<file path="src/rtl/cp_handshake_seq.sv">
module cp_handshake_seq #(
  parameter int AW = 32,
  parameter int DW = 32,
  parameter int NCP = 16,
  parameter int VEC_SIZE = 32,
  parameter int FAULT_BIT = 26,
  localparam int CPW = $clog2(NCP)
) (
  input  logic           clk,
  input  logic           rst_n,
  input  logic           start,
  input  logic [2:0]     op_kind,
  input  logic [CPW-1:0] cp_num,
  input  logic [NCP-1:0] cp_allow,
  input  logic [AW-1:0]  base_addr,
  input  logic [DW-1:0]  src_data,
  input  logic [2:0]     cp_resp,
  input  logic [DW-1:0]  cp_rdata,
  input  logic           reset_req,
  input  logic           fiq_req,
  input  logic           fiq_mask,
  input  logic           irq_req,
  input  logic           irq_mask,
  input  logic [DW-1:0]  mem_rdata,
  input  logic           mem_abort,
  output logic [2:0]     cp_phase,
  output logic [DW-1:0]  cp_wdata,
  output logic           mem_rd,
  output logic           mem_wr,
  output logic [AW-1:0]  mem_addr,
  output logic [DW-1:0]  mem_wdata,
  output logic           cyc_idle,
  output logic           cyc_cop,
  output logic           busy,
  output logic           done,
  output logic           exc_valid,
  output logic [2:0]     exc_code,
  output logic [DW-1:0]  mv_result
);

  localparam logic [2:0] K_LOAD = 3'd0, K_STORE = 3'd1, K_MIN = 3'd2,
                         K_MOUT = 3'd3, K_DOP = 3'd4;
  localparam logic [2:0] A_READY = 3'd0, A_BUSY = 3'd1, A_CANT = 3'd2,
                         A_INC = 3'd3;
  localparam logic [2:0] P_NONE = 3'd0, P_FIRST = 3'd1, P_BUSY = 3'd2,
                         P_INT = 3'd3, P_XFER = 3'd4, P_DATA = 3'd5;
  localparam logic [2:0] X_UNDEF = 3'd1, X_IABT = 3'd2, X_DABT = 3'd3,
                         X_RESET = 3'd4, X_FIQ = 3'd5, X_IRQ = 3'd6;

  typedef enum logic [3:0] {
    S_IDLE, S_FIRST, S_WAIT, S_BUSY, S_INT, S_XFER, S_LRD, S_LDATA,
    S_SDATA, S_SWR, S_CCYC, S_TAIL
  } state_t;

  state_t         st;
  logic [2:0]     op;
  logic [AW-1:0]  addr;
  logic [DW-1:0]  word;
  logic           more;

  wire addr_fault = |addr[AW-1:FAULT_BIT];
  wire addr_vec   = addr < AW'(VEC_SIZE);
  wire bad_ld     = addr_fault;
  wire bad_st     = addr_fault | addr_vec;
  wire fiq_live   = fiq_req & ~fiq_mask;
  wire irq_live   = irq_req & ~irq_mask;
  wire int_pend   = reset_req | fiq_live | irq_live;
  wire [2:0] int_kind = reset_req ? X_RESET : (fiq_live ? X_FIQ : X_IRQ);
  wire take       = start && st == S_IDLE && !exc_valid && !done;
  wire ask_st     = st == S_FIRST || st == S_BUSY;

  always_comb begin
    case (st)
      S_FIRST:         cp_phase = P_FIRST;
      S_BUSY:          cp_phase = P_BUSY;
      S_INT:           cp_phase = P_INT;
      S_XFER:          cp_phase = P_XFER;
      S_LDATA, S_SDATA: cp_phase = P_DATA;
      default:         cp_phase = P_NONE;
    endcase
  end

  assign cp_wdata  = (st == S_LDATA || (st == S_CCYC && op == K_MIN)) ? word : '0;
  assign mem_rd    = st == S_LRD && !bad_ld;
  assign mem_wr    = st == S_SWR;
  assign mem_addr  = addr;
  assign mem_wdata = word;
  assign cyc_idle  = st == S_WAIT || st == S_TAIL;
  assign cyc_cop   = st == S_CCYC;
  assign busy      = st != S_IDLE;

  always_ff @(posedge clk) begin
    if (!rst_n) begin
      st        <= S_IDLE;
      op        <= K_LOAD;
      addr      <= '0;
      word      <= '0;
      more      <= 1'b0;
      done      <= 1'b0;
      exc_valid <= 1'b0;
      exc_code  <= 3'd0;
      mv_result <= '0;
    end else begin
      done      <= 1'b0;
      exc_valid <= 1'b0;
      case (st)
        S_IDLE: if (take) begin
          op   <= op_kind;
          addr <= base_addr;
          word <= src_data;
          if (!cp_allow[cp_num] || op_kind > K_DOP) begin
            exc_valid <= 1'b1;
            exc_code  <= X_UNDEF;
          end else st <= S_FIRST;
        end
        S_FIRST, S_BUSY: begin
          if (cp_resp == A_BUSY) st <= S_WAIT;
          else if (cp_resp == A_CANT) begin
            exc_valid <= 1'b1;
            exc_code  <= X_UNDEF;
            st        <= S_IDLE;
          end else begin
            case (op)
              K_LOAD:        st <= S_XFER;
              K_STORE:       st <= S_SDATA;
              K_MIN, K_MOUT: st <= S_CCYC;
              default: begin
                done <= 1'b1;
                st   <= S_IDLE;
              end
            endcase
          end
        end
        S_WAIT: begin
          if (int_pend) begin
            exc_valid <= 1'b1;
            exc_code  <= int_kind;
            st        <= S_INT;
          end else st <= S_BUSY;
        end
        S_INT:  st <= S_IDLE;
        S_XFER: st <= S_LRD;
        S_LRD: begin
          if (bad_ld || mem_abort) begin
            exc_valid <= 1'b1;
            exc_code  <= bad_ld ? X_IABT : X_DABT;
            st        <= S_IDLE;
          end else begin
            word <= mem_rdata;
            st   <= S_LDATA;
          end
        end
        S_LDATA: begin
          if (cp_resp == A_INC) begin
            addr <= addr + AW'(4);
            st   <= S_LRD;
          end else begin
            done <= 1'b1;
            st   <= S_IDLE;
          end
        end
        S_SDATA: begin
          if (bad_st) begin
            exc_valid <= 1'b1;
            exc_code  <= X_IABT;
            st        <= S_IDLE;
          end else begin
            word <= cp_rdata;
            more <= cp_resp == A_INC;
            st   <= S_SWR;
          end
        end
        S_SWR: begin
          if (mem_abort) begin
            exc_valid <= 1'b1;
            exc_code  <= X_DABT;
            st        <= S_IDLE;
          end else if (more) begin
            addr <= addr + AW'(4);
            st   <= S_SDATA;
          end else begin
            done <= 1'b1;
            st   <= S_IDLE;
          end
        end
        S_CCYC: begin
          if (op == K_MOUT) begin
            mv_result <= cp_rdata;
            st        <= S_TAIL;
          end else begin
            done <= 1'b1;
            st   <= S_IDLE;
          end
        end
        S_TAIL: begin
          done <= 1'b1;
          st   <= S_IDLE;
        end
        default: st <= S_IDLE;
      endcase
    end
  end

  assert_deny_R1: assert property (@(posedge clk) disable iff (!rst_n)
    (take && (!cp_allow[cp_num] || op_kind > K_DOP)) |=>
      (exc_valid && exc_code == X_UNDEF && cp_phase == P_NONE));

  assert_busy_idle_R2: assert property (@(posedge clk) disable iff (!rst_n)
    (ask_st && cp_resp == A_BUSY) |=> (cyc_idle && cp_phase == P_NONE));

  assert_reset_first_R3: assert property (@(posedge clk) disable iff (!rst_n)
    (st == S_WAIT && reset_req) |=> (exc_valid && exc_code == X_RESET && cp_phase == P_INT));

  assert_cant_R5: assert property (@(posedge clk) disable iff (!rst_n)
    (ask_st && cp_resp == A_CANT) |=> (exc_valid && exc_code == X_UNDEF));

  assert_abort_R9: assert property (@(posedge clk) disable iff (!rst_n)
    ((mem_rd || mem_wr) && mem_abort) |=> (exc_valid && exc_code == X_DABT && !busy));

  assert_strobe_excl_R8: assert property (@(posedge clk) disable iff (!rst_n)
    !(mem_rd && mem_wr));

  assert_pulse_R12: assert property (@(posedge clk) disable iff (!rst_n)
    (exc_valid || done) |=> !(exc_valid || done));

  assert_excl_R12: assert property (@(posedge clk) disable iff (!rst_n)
    !(exc_valid && done));

endmodule

</file>
<file path="config.mk">
export PLATFORM = sky130hd
export DESIGN_NAME = cp_handshake_seq
export DESIGN_NICKNAME = d
export VERILOG_FILES = /design/src/rtl/cp_handshake_seq.sv
export SDC_FILE = /design/constraint.sdc
export NUM_CORES = 1
export LEC_CHECK = 0
export ABC_AREA = 1
export BUFFER_PORTS_ARGS = -buffer_cell sky130_fd_sc_hd__buf_2
export CORE_AREA = 2 2 118 120
export CTS_CLUSTER_SIZE = 28
export DETAILED_ROUTE_END_ITERATION = 16
export DIE_AREA = 0 0 120 122
export PLACE_DENSITY = 0.93
export SLEW_MARGIN = 5
export SYNTH_ARGS = -nofsm -noshare
export SYNTH_HDL_FRONTEND = slang
export SYNTH_SLANG_ARGS = --single-unit
</file>
<file path="constraint.sdc">
create_clock -name clk -period 5.6 [get_ports clk]
set_clock_uncertainty 0.15 [all_clocks]
set_input_delay 0.84 -clock clk [delete_from_list [all_inputs] [get_ports clk]]
set_output_delay 0.84 -clock clk [all_outputs]
set_load 0.005 [all_outputs]
</file>
## Word-level counts from Yosys, hierarchy flattened

Index checks and enable logic that the tools add are counted.

- $add $sub $neg: 1
- Reduce and logical (&&, ||, !) cells: 31
- Magnitude comparators: 3
- Shift operators: 0
- Multipliers: 0
- Div/mod/pow operators: 0
- Eq/ne operators: 31
- Muxes and demuxes: 55
- Bitwise logic cells: 8

Operators by type and width:

| cell | count |
|---|---|
| 32-bit 2-to-1 mux | 8 |
| 32-bit one-hot mux with 3 select lines | 2 |
| 4-bit one-hot mux with 9 select lines | 1 |
| 3-bit 2-to-1 mux | 11 |
| 32-bit by 3-bit adder with 32-bit output (second input constant) | 1 |
| 32-bit by 6-bit < comparator with 1-bit output (second input constant) | 1 |
| 4-bit 2-to-1 mux | 8 |
| 2-bit inequality test (second input constant) | 10 |
| 3-bit one-hot mux with 6 select lines | 1 |
| 1-bit 2-to-1 mux | 17 |
| 4-bit by 3-bit equality test with 1-bit output (second input constant) | 4 |
| 4-bit equality test (second input constant) | 4 |
| 3-bit one-hot mux with 5 select lines | 1 |
| 3-bit by 2-bit equality test with 1-bit output (second input constant) | 4 |
| 4-bit one-hot mux with 3 select lines | 1 |
| 9-bit AND reduction | 1 |
| 4-bit by 2-bit equality test with 1-bit output (second input constant) | 2 |
| 2-bit by 1-bit inequality test with 1-bit output (second input constant) | 4 |
| 2-bit AND reduction | 4 |
| 3-bit by 1-bit equality test with 1-bit output (second input constant) | 2 |
| 1-bit one-hot mux with 6 select lines | 1 |
| 3-bit nonzero test | 2 |
| 6-bit nonzero test | 1 |
| 2-bit OR reduction | 3 |
| 19 further kinds | 35 |

- Input port bits: 163
- Output and inout port bits: 141
- Memory bits (writable): 0
- Latch bits: 0
- Bits in registers: 109
- Memory bits (read-only): 0
- Word-level logic and storage cells: 138
- Memories: 0

## Longest topological paths before layout

- Word-level depth: 7
- Gate-level depth with buffers: 12
- Depth with buffers taken out: 12

## Worst setup path after synthesis

Ideal clock, no wire load.

- Path type: register -> output
- From: reg st[3]
- To: out cp_wdata[10]
- Data required time: 4.610 ns
- Arrival time: 1.244 ns
- Cell stages (with the launch flop): 8
- Setup slack: 3.366 ns
- Buffers on the path: 1
- Path through: dfxtp_1 -> inv_1 -> nor2_2 -> nand2_1 -> inv_2 -> a21oi_1 -> clkbuf_1 -> nor2_1

- Longest elaborated chain between the ends: 4
- Elaborated cells on any way between the ends: 5
- Those cells by class: 2 x eq/ne; 1 x mux; 2 x reduce/logical

Ends and longest elaborated chain:

| element | line | text |
|---|---|---|
| start, declared | 55 | `state_t st;` |
| start signal, assigned | 94 | `st <= S_IDLE;` |
| start signal, assigned | 114 | `end else st <= S_FIRST;` |
| start signal, assigned | 117 | `if (cp_resp == A_BUSY) st <= S_WAIT;` |
| 4-bit equality test | -- |  |
| named net cyc_cop | 33 | `output logic cyc_cop,` |
| 1-bit logical AND | 83 | `assign cp_wdata = (st == S_LDATA \|\| (st == S_CCYC && op == K_MIN)) ? word : '0;` |
| 1-bit logical OR | 83 |  |
| 32-bit 2-to-1 mux | 83 |  |
| end, declared | 27 | `output logic [DW-1:0] cp_wdata,` |

The timed path passes the listed nets, and every way through them passes these cells.

## Worst setup path after layout

- From: reg st[3]
- To: out mem_rd

- Longest elaborated chain between the ends: 2

Ends and longest elaborated chain:

| element | line | text |
|---|---|---|
| 4-bit by 3-bit equality test with 1-bit output | 84 | `assign mem_rd = st == S_LRD && !bad_ld;` |
| 1-bit logical AND | 84 |  |
| end, declared | 28 | `output logic mem_rd,` |

Every way passes these cells.

==> summary.md <==
| Metric | Value |
|---|---|
| Status | `finished clean` |
| Pins over their slew limit | `0` |
| GP Congestion | `approximately 0.97` |
| DRC | `0` |
| Initial Utilization | `0.4825` |
| Max cap viols | `0` |
| Slew headroom | `0.4042` |
| Total Power | `2.258 mW` |
| DIE WIDTH | `120 um` |
| Yosys cell types | `32` |
| Total GRT Usage | `0.3073` |
| Tightest Pin Transition | `0.8905 ns` |
| Pwr/cell area | `between 200 and 300 mW/mm^2` |
| Fmax | `286.1 MHz` |
| Post-synthesis mux area share | `0` |
| Hold Crit Class | `flop to flop` |
| Layout Cells excl Fill | `1540` |
| Mapped Avg Cell Area | `approximately 6.0 um^2` |
| WP buf/inv | `3` |
| Largest family of logic cells by synthesized area | `simple AND/OR/NAND/NOR gates` |
| Cells taking the most area after synthesis | `dfxtp_1, nand2_1, nor2_1, nand3_1, o21ai_0` |
| Worst setup margin | `2.105 ns` |
| Yosys warns | `0` |
| Yosys top cell by area | `dfxtp_1` |
| Iteration-0 DRC Markers | `733` |
| Slowest-stage cell, CP | `nor2_4` |
| WS Path Type | `flop to output port` |
| Post_cts resized | `0` |
| Layout Area Growth over Synthesis | `27.23%` |
| Yosys reg bits | `roughly 110` |
| Clock sink count | `109` |
| Req. time, crit path | `~4.6 ns` |
| Vias in the first global route | `between 7k and 8k` |
| Via count | `8192` |
| Clock Path Buffers | `2` |
| Post-Synth Simple-Gate Area | `0.3888` |
| XOR/XNOR share of the synthesized area | `0.001344` |
| TritonCTS clock tree | `done` |
| Root Driver | `clkbuf_16` |
| Largest net degree at the start of global routing | `89` |
| Sequential area share after synthesis | `0.3349` |
| Final setup viols | `0` |
| Min Tclk post-route | `3.495 ns` |
| Worst hold slack | `approximately 0.32 ns` |
| Worst skew pair latency | `0.36 ns` |
| Final TNS setup | `0 ns` |
| Worst-path clk slew | `0.07 ns` |
| Cells along the critical path | `inv_1 > nand2_1 > nor2_4 > inv_2 > nor2_1 > buf_2` |
| Synth Area in Compound Gates | `0.1611` |
| WL per Instance | `between 10 and 15 um` |
| Post-CTS setup buffer count | `0` |
| Antenna Cells | `0` |
| Cell Rows | `43` |
| RSZ-0062 raised after global routing | `false` |
| Post-Route WL | `23.08 mm` |
| Post-synthesis adder-cell area fraction | `0.001920` |
| CP endpoint kind | `output port` |
| ANT nets after route | `0` |
| Period utilization | `0.6242` |
| Worst vdd ir | `134.5 uV` |
| Final hold vios | `0` |
| Vias per inst | `5.319` |
| Leakage dissipation | `4.105 nW` |
| DIE HEIGHT | `122 um` |
| Drt pass-1 iters | `7` |
| Syn nets | `1254` |
| Gr ovfl total | `0` |
| Post-synthesis instance area | `approximately 0.0065 mm^2` |
| Largest stage delay, worst path | `0.65 ns` |
| Num CTS Buffers | `9` |
| H-tree Lvls | `3` |
| Synth Instances | `between 1k and 1.5k` |
| Family with the most delay on the worst path | `simple AND/OR/NAND/NOR gates` |
| I/O pin count | `around 300` |
| Crit start category | `flop` |
| Placed cells | `1524` |
| # nets final | `1519` |
| Dpl ws | `2.437 ns` |
| Initial antenna violation count | `1` |
| Core area | `approximately 0.014 mm^2` |
| First-pass GRT wire length | `35.96 mm` |
| Crit path DAT | `2.51 ns` |
| Share of cells above drive strength 1 | `0.2544` |
| DIE AREA | `~0.015 mm^2` |
| Number of I/O port buffers | `303` |
| Share of the synthesized area in the top cell type | `0.3349` |
| Max FO, Critical Path | `35` |
| Final HPWL DP | `17.28 mm` |
| Hold_buf cts | `0` |
==> synthesized netlist by cell type <==
cell and instances:
buf_4 7, o31ai_1 1, dfxtp_1 109, o21ai_1 11
nand3_1 120, or2_2 3, nand2_1 249, nor3_4 1
o211ai_1 11, o211a_1 1, a211oi_1 1, nand2_4 1
nor2_1 199, nor3_1 19, o21a_1 1, nand4_1 4
nor2_2 4, inv_1 112, a31o_2 1, buf_2 16
o21ai_2 2, nand3b_1 4, a31oi_1 2, nand2_2 3
inv_2 6, nor2_4 1, clkbuf_1 26, xnor2_1 1
a21oi_1 81, buf_6 5, ha_1 1, o21ai_0 87
==> registers in the layout (all words and copies together), names as in the netlist <==
register,count
exc_valid,1
mem_addr,32
more,1
exc_code,3
op,3
st,4
done,1
mv_result,32
mem_wdata,32
==> power by group <==
group | total (mW) | internal, mW | switching [mW] | leakage [nW]
logic | 0.651 | 0.252 | 0.399 | 3.09
registers | 0.987 | 0.884 | 0.103 | 0.894
clock network | 0.620 | 0.308 | 0.313 | 0.124
==> area by class of cell <==
cell class / instances / area (um^2)
sequential: 109 / 2182
inverter: 118 / 442.9
fill: 1311 / 5214
timing repair buffer: 308 / 1554
tap: 180 / 225.2
clock buffer: 11 / 232.7
clock inverter: 5 / 42.54
multi-input combinational: 809 / 3611
==> cells by family after synthesis <==
family	Yosys count
xor gates and xnor gates	1
DFF	109
and+or+nand+nor	608
AOI/OAI and AO/OA	199
adders and majority gates	1
buffers and inverters	172
==> layout by cell type (no fill, tap or decap), types with 3 or more instances in the layout <==
cell,n
or2_2,3
o211ai_1,11
clkbuf_16,9
nor3_1,19
clkinvlp_4,3
nand2_1,249
nand3_1,120
nand4_1,4
nand2_2,3
nor2_2,5
a21oi_1,80
buf_2,303
dfxtp_1,109
nor2_1,198
nand3b_1,4
inv_2,6
o21ai_1,11
o21ai_0,87
buf_4,5
inv_1,112
==> per-stage QoR <==
| step | cell area [um^2] | utilization |
|---|---|---|
| 5_1_grt | 8290 | 0.6139 |
| 3_3_place_gp | 8015 | 0.5935 |
| 6_report | 8290 | 0.6139 |
| 3_5_place_dp | 8015 | 0.5935 |
| 2_1_floorplan | 6516 | - |
| 4_1_cts | 8290 | 0.6139 |
==> worst register-to-register path: stages, from the launching register on <==
cell     delay, ns
dfxtp_1       0.33
inv_1         0.12
nand2_1       0.12
nor2_4        0.65
inv_2         0.53
a21oi_1       0.29
nor2_2        0.08
nand2_4       0.45
o21ai_0       0.22
a21oi_1       0.16
==> worst paths after layout <==
kind,start,endpoint,slack [ns],depth (start not counted)
min,mem_wdata[4],mem_wdata[4],0.32,2
min reg2reg,mem_wdata[4],mem_wdata[4],0.32,2
max reg2reg,st[3],mem_wdata[23],2.42,9
max,st[3],mem_rd,2.10,6
==> metal layers <==
metal  wire [um]  GRT usage
met1        8989     0.3768
met2       10650     0.4957
met3        2445    0.07678
met4         989     0.1669
met5          13          0
(Power assumes the default switching activity.)
